--- config.mk ---
export PLATFORM = sky130hd
export DESIGN_NAME = tx_sync_dist
export DESIGN_NICKNAME = d
export VERILOG_FILES = /design/src/rtl/tx_sync_pkg.sv /design/src/rtl/tx_sync_src.sv /design/src/rtl/tx_sync_gate.sv /design/src/rtl/tx_fifo_ptr_init.sv /design/src/rtl/tx_sync_dist.sv
export SDC_FILE = /design/constraint.sdc
export NUM_CORES = 1
export LEC_CHECK = 0
export ABC_CLOCK_PERIOD_IN_PS = 1000
export BUFFER_PORTS_ARGS = -buffer_cell sky130_fd_sc_hd__buf_2
export CAP_MARGIN = 20
export CORE_AREA = 2 2 39 41
export CTS_BUF_LIST = sky130_fd_sc_hd__clkbuf_4 sky130_fd_sc_hd__clkbuf_8 sky130_fd_sc_hd__clkbuf_16
export DETAILED_ROUTE_END_ITERATION = 8
export DIE_AREA = 0 0 41 43
export SLEW_MARGIN = 20
export SYNTH_ARGS = -nofsm -noshare
export SYNTH_HDL_FRONTEND = slang
export SYNTH_SLANG_ARGS = --single-unit
--- constraint.sdc ---
create_clock -name clk -period 1 [get_ports clk]
set_input_delay 0.1 -clock clk [delete_from_list [all_inputs] [get_ports clk]]
set_output_delay 0.1 -clock clk [all_outputs]
set_load 0.01 [all_outputs]
--- src/rtl/tx_sync_pkg.sv ---
// Shared constants and types for the transmit sync distribution block.
// Assumes five synced stages in the fixed bit order below.
package tx_sync_pkg;
    localparam int NUM_BLK = 5;
    localparam int BLK_FIFO = 0;
    localparam int BLK_MIX  = 1;
    localparam int BLK_DIV  = 2;
    localparam int BLK_QOFS = 3;
    localparam int BLK_QGP  = 4;
    typedef logic [NUM_BLK-1:0] blk_mask_t;
endpackage

--- src/rtl/tx_sync_src.sv ---
// Source stage: brings the pin into the clock domain, selects the active
// source and detects its rising edge. Assumes sw_bit is already synchronous.
module tx_sync_src #(
    parameter int SYNC_STAGES = 2
) (
    input  logic clk,
    input  logic rst_n,
    input  logic pin,
    input  logic sw_bit,
    input  logic sel_sw,
    output logic rise
);
    logic [SYNC_STAGES-1:0] chain_q;
    logic                   sel_src;
    logic                   prev_q;

    // Synchronizer chain for the asynchronous pin.
    generate
        if (SYNC_STAGES == 1) begin : g_one
            always_ff @(posedge clk) begin
                if (!rst_n) chain_q <= '0;
                else        chain_q <= pin;
            end
        end else begin : g_many
            always_ff @(posedge clk) begin
                if (!rst_n) chain_q <= '0;
                else        chain_q <= {chain_q[SYNC_STAGES-2:0], pin};
            end
        end
    endgenerate

    // Pick the active trigger source.
    always_comb sel_src = sel_sw ? sw_bit : chain_q[SYNC_STAGES-1];

    // Remember the last sampled source level for edge detection.
    always_ff @(posedge clk) begin
        if (!rst_n) prev_q <= 1'b0;
        else        prev_q <= sel_src;
    end

    // Rising edge of the selected source.
    always_comb rise = sel_src & ~prev_q;
endmodule

--- src/rtl/tx_sync_gate.sv ---
// Gating stage: turns an edge into registered one-cycle strobes, masked
// per stage only while the global disable is set.
module tx_sync_gate
    import tx_sync_pkg::*;
(
    input  logic      clk,
    input  logic      rst_n,
    input  logic      rise,
    input  logic      glob_dis,
    input  blk_mask_t blk_dis,
    output blk_mask_t strb
);
    genvar i;
    generate
        for (i = 0; i < NUM_BLK; i++) begin : g_blk
            // Register the strobe for stage i when it is allowed.
            always_ff @(posedge clk) begin
                if (!rst_n) strb[i] <= 1'b0;
                else        strb[i] <= rise & (~glob_dis | ~blk_dis[i]);
            end

            // a masked stage never strobes while per-stage mode is on.
            a_r5_mask_respected: assert property (@(posedge clk) disable iff (!rst_n)
                strb[i] |-> !($past(glob_dis) && $past(blk_dis[i])));

            // strobe never lasts two cycles.
            a_r6_single_cycle: assert property (@(posedge clk) disable iff (!rst_n)
                strb[i] |=> !strb[i]);
        end
    endgenerate
endmodule

--- src/rtl/tx_fifo_ptr_init.sv ---
// FIFO pointer initializer: issues the load command with the write pointer
// placed SEP entries ahead of the read pointer, modulo DEPTH.
module tx_fifo_ptr_init #(
    parameter int DEPTH = 8,
    parameter int SEP   = 4,
    localparam int PW   = (DEPTH > 1) ? $clog2(DEPTH) : 1
) (
    input  logic          clk,
    input  logic          rst_n,
    input  logic          fifo_strb,
    output logic          load,
    output logic [PW-1:0] wr_ptr,
    output logic [PW-1:0] rd_ptr
);
    localparam int WR_INIT = SEP % DEPTH;

    // Load command follows the FIFO strobe; pointer values are fixed.
    always_comb begin
        load   = fifo_strb;
        rd_ptr = '0;
        wr_ptr = PW'(WR_INIT);
    end

    // loaded pointers are separated by SEP modulo the depth.
    a_r8_separation: assert property (@(posedge clk) disable iff (!rst_n)
        load |-> (PW'(wr_ptr - rd_ptr) == PW'(WR_INIT)));
endmodule

--- src/rtl/tx_sync_dist.sv ---
// Top: transmit sync distribution. One selected trigger fans out to five
// stage strobes shared by both channels, plus the FIFO pointer load.
module tx_sync_dist
    import tx_sync_pkg::*;
#(
    parameter int SYNC_STAGES = 2,
    parameter int FIFO_DEPTH  = 8,
    parameter int FIFO_SEP    = 4,
    localparam int PW = (FIFO_DEPTH > 1) ? $clog2(FIFO_DEPTH) : 1
) (
    input  logic          clk,
    input  logic          rst_n,
    input  logic          sync_pin,
    input  logic          sw_sync_bit,
    input  logic          src_sel_sw,
    input  logic          glob_dis,
    input  logic [4:0]    blk_dis,
    output logic [4:0]    sync_strb,
    output logic          fifo_load,
    output logic [PW-1:0] wr_ptr_init,
    output logic [PW-1:0] rd_ptr_init
);
    logic rise;

    tx_sync_src #(.SYNC_STAGES(SYNC_STAGES)) src_i (
        .clk(clk), .rst_n(rst_n), .pin(sync_pin), .sw_bit(sw_sync_bit),
        .sel_sw(src_sel_sw), .rise(rise)
    );

    tx_sync_gate gate_i (
        .clk(clk), .rst_n(rst_n), .rise(rise), .glob_dis(glob_dis),
        .blk_dis(blk_dis), .strb(sync_strb)
    );

    tx_fifo_ptr_init #(.DEPTH(FIFO_DEPTH), .SEP(FIFO_SEP)) ptr_i (
        .clk(clk), .rst_n(rst_n), .fifo_strb(sync_strb[BLK_FIFO]),
        .load(fifo_load), .wr_ptr(wr_ptr_init), .rd_ptr(rd_ptr_init)
    );

    // in chip-wide mode any strobe reaches every stage.
    a_r4_all_together: assert property (@(posedge clk) disable iff (!rst_n)
        ((|sync_strb) && !$past(glob_dis)) |-> (&sync_strb));
endmodule

# After elaboration in Yosys (flattened, before gate mapping)
# Index checks and enable logic that the tools add are counted.
classes:
  add_sub_neg: 0
  n_mul: 0
  div_mod_pow: 0
  order_cmp: 0
  n_eq_ne: 0
  n_shift: 0
  mux: 1
  bitwise_logic: 18
  reduce_logical: 0
ops:
  columns: ["operator", "count"]
  rows:
  - ["NOT 1 bit", 7]
  - ["bitwise AND 1 bit", 6]
  - ["bitwise OR 1 bit", 5]
  - ["two-way mux 1 bit", 1]
totals:
  reg_bits: 8
  latch_bits: 0
  ram_bits: 0
  mem_bits_ro: 0
  out_inout_bits: 12
  n_memories: 0

# Depth between registers and ports, before layout
logic_depth:
  word_depth: 3
  mapped_depth: 2
  mapped_depth_nobuf: 2

# Cells and area by module
# From an unflattened synthesis, not the netlist that was laid out.
unflattened:
  cells_unflattened: 28
  hier_area_um2: 284.0
modules_own_cells:
  columns: ["module", "instances", "cells_per_inst", "area_per_inst_um2", "seq_area_each_um2"]
  rows:
  - ["tx_sync_gate", 1, 11, 131.4, 100.1]
  - ["tx_sync_src", 1, 8, 92.6, 60.1]
  - ["tx_fifo_ptr_init", 1, 9, 60.1, 0.0]

# Least setup slack after synthesis
# No wires, ideal clock.
synth_path:
  kind: "reg-to-reg"
  from: "reg src_i.chain_q[1]"
  to: "reg gate_i.strb[0]"
  setup_time_ns: 0.138
  arrival_time_ns: 0.643
  required_time_ns: 0.862
  slack_ns: 0.219
  stages_incl_launch_ff: 3
  path_buffers: 0
  path_cell_list: "dfxtp_1 -> mux2i_1 -> a211oi_1"
synth_between:
  elab_chain_len: 3
synth_rtl:
  columns: ["item", "line_no", "source"]
  rows:
  - ["start: declaration", "tx_sync_src.sv:13", "logic [SYNC_STAGES-1:0] chain_q;"]
  - ["start signal: assignment", "tx_sync_src.sv:27", "else chain_q <= {chain_q[SYNC_STAGES-2:0], pin};"]
  - ["two-way mux 1 bit", "tx_sync_src.sv:33", "always_comb sel_src = sel_sw ? sw_bit : chain_q[SYNC_STAGES-1];"]
  - ["bitwise AND 1 bit", "tx_sync_src.sv:42", "always_comb rise = sel_src & ~prev_q;"]
  - ["bitwise AND 1 bit", "tx_sync_gate.sv:19", "else strb[i] <= rise & (~glob_dis | ~blk_dis[i]);"]
  - ["end signal: indexed assignment", "tx_sync_gate.sv:19", null]
  - ["end: declaration", "tx_sync_gate.sv:11", "output blk_mask_t strb"]
# Every way passes these cells.
# A chain may end at the register's enable or synchronous reset.

# Worst setup path in the final report
layout_path:
  from: "reg src_i.chain_q[1]"
  to: "reg gate_i.strb[2]"
# Same word-level chain as after synthesis.

==> impl_metrics.csv <==
group,metric,value,unit
critical_path,cp-startpoint,"src_i.chain_q[1]",
global_routing,grt-ovfl-total,0,
cts,cts_buffers,3,
flow_run,max_cap_viol_count,0,
cts,cts_tree,"yes",
cts,hold_buffers,0,
global_routing,grt_max_degree,7,
sta,setup_violations,0,
finish,num_antenna_cells,0,
routing,vias,227,
finish,fillers,157,
run_status,status,"complete, no violations",
yosys,synth_compound_area_frac,0.128,
yosys,ys_types,8,
global_routing,grt_pass1_vias,189,
critical_path,critPathTopFamily,"flip-flops",
yosys,synth_top_family_by_area,"buffers and inverters",
critical_path,slowest_delay,0.30,ns
power_and_ir_drop,fin_total_pwr,645,uW
sta,slew_violations,0,
finish,finalInstanceArea,385,sq um
die,die_area,1760,sq um
critical_path,reg2reg_from,"src_i.chain_q[1]",
cts,cts.sinks,8,
yosys,synth-seq-cells,8,
sta,period_share,0.809,
worst_hold_path,worst_hold_path.num_cells,2,
cts,clock_latency,0.24,ns
die,die_h,43,microns
sta,fin_crit,0.809,ns
sta,skew,0.00162,ns
critical_path,required,1.16,ns
routing,dr.pass1.iters,1,
cts,clock_path_buffers,2,
worst_hold_path,hp-class,"in2reg",
power_and_ir_drop,peakVddDrop,0.000456,V
routing,final_antenna_net_count,0,
cts,postCtsSetupRepairBufs,0,
yosys,seq_area_frac_synth,0.547,
critical_path,worst_ep_arrival_time,0.97,ns
critical_path,critPathMaxFanout,6,
global_routing,grt_pass1_wl,731,microns
critical_path,ff2ff_path_depth,3,
finish,drive_above_1_share,0.455,
routing,drt_iter0_drc,0,
yosys,yosys.area_share.simple,0.0855,
place,post_dp_cell_area,363,sq um
critical_path,cp.depth,3,
place,place_congestion,0.570,
routing,drc,0,
cts,ctsResizeCount,0,
place,place_hpwl,410,microns
yosys,synth_area,293,sq um
routing,viasPerCell,3.78,
yosys,syn_inst,27,
sta,rsz0062_at_grt,"false",
sta,hold_viol,0,
routing,drt-wirelength-per-cell,8.67,microns
die,ios,23,
yosys,yosys_warnings,0,
place,port_buffers,16,
die,die_x,41,microns
critical_path,startpoint_type,"flop",
die,initial_core_util,0.212,
critical_path,crit_slowest_cell,"dfxtp_1",
die,rows,14,
critical_path,end_kind,"flop",
sta,fmax,1240,MHz
sta,fin_tns_setup,0,ns
die,core,1380,sq um
cts,path_clk_slew,0.05,ns
routing,routed_wl,520,microns
global_routing,grt.total_usage,0.0734,
finish,final_util,0.278,
worst_hold_path,min_from,"blk_dis[1]",
yosys,synth_adder_area_share,0,
finish,fin_nets,57,
critical_path,cp_num_buf_inv,1,
critical_path,path_cells,"mux2i_1 > buf_4 > a211oi_1",
yosys,synthMuxAreaShare,0.0342,
yosys,synth_area_per_cell,10.8,sq um
critical_path,critPathKind,"reg2reg",
yosys,synthXorXnorAreaFrac,0,
cts,cts_max_level,1,
cts,root_buffer,"clkbuf_4",
finish,areaGrowthSynthToFinish,31.6,%
global_routing,antenna_found_initial,0,
power_and_ir_drop,p_per_area,1670,nW/um^2
power_and_ir_drop,p_leak,0.000194,uW
## cells in the mapped netlist
library cell,instances,area (sq um)
nor2b_1,1,6.26
dfxtp_1,8,160
buf_4,7,52.6
conb_1,2,7.51
a211oi_1,5,37.5
mux2i_1,1,10.0
nand2b_1,1,6.26
and2_1,2,12.5
## power breakdown
group,switching (uW),internal (uW),leakage (uW)
combinational,41.5,34.0,0.000115
clock,95.3,136,0.0000138
sequential,3.11,335,0.0000657
## final cells by class
class	count	area [sq um]	area share
flip-flops and latches	8	160	0.416
multi-input cells	16	95.1	0.247
repair buffers	17	87.6	0.227
clock buffers	3	22.5	0.0584
well taps	16	20.0	0.0519
## registers in the layout, summed over array words and instances, names as in the netlist
signal,cells
src_i.chain_q,2
gate_i.strb,5
src_i.prev_q,1
## worst register-to-register path, stage by stage (launching register included)
cell	delay (ns)
dfxtp_1	0.30
mux2i_1	0.06
buf_4	0.15
a211oi_1	0.21
## stage by stage
| step | setup WS (ns) | cells | hold WS, ns |
|---|---|---|---|
| CTS | 0.163 | 60 | 0.0298 |
| finish | 0.191 | 60 | 0.0359 |
| global route | 0.113 | 60 | 0.0263 |
| floorplan | 0.219 | 31 | 0.199 |
| detailed placement | 0.185 | 57 | 0.292 |
| global placement | 0.212 | 57 | 0.293 |
## routing by layer
metal / share of wire / vias up / track usage
met5: 0 / - / 0
met4: 0 / 0 / 0.0600
met3: 0.14 / 0 / 0.0785
met2: 0.39 / 18 / 0.0750
met1: 0.46 / 94 / 0.0809
li1: - / 115 / -
## path summary, 6_finish.rpt
| check | to | slack [ns] |
|---|---|---|
| hold / removal | gate_i.strb[1] | 0.04 |
| hold reg to reg | src_i.chain_q[1] | 0.43 |
| setup reg to reg | gate_i.strb[2] | 0.19 |
| setup / recovery | gate_i.strb[2] | 0.19 |
## cells in the final DEF, fill, tap and decap left out
cell      Yosys  final
and2_1        2      2
nand2b_1      1      1
nor2b_1       1      1
a211oi_1      5      5
mux2i_1       1      1
buf_2         0     16
dfxtp_1       8      8
conb_1        2      6
buf_4         7      1
clkbuf_4      0      3
## cells by family (layout without fill, tap and decap cells)
family                 after synthesis  in the layout
other                                2              6
DFF                                  8              8
muxes                                1              1
AOI/OAI and AO/OA                    5              5
buffers and inverters                7             20
and+or+nand+nor                      4              4
Note: power is estimated with default switching activity, not from simulation.
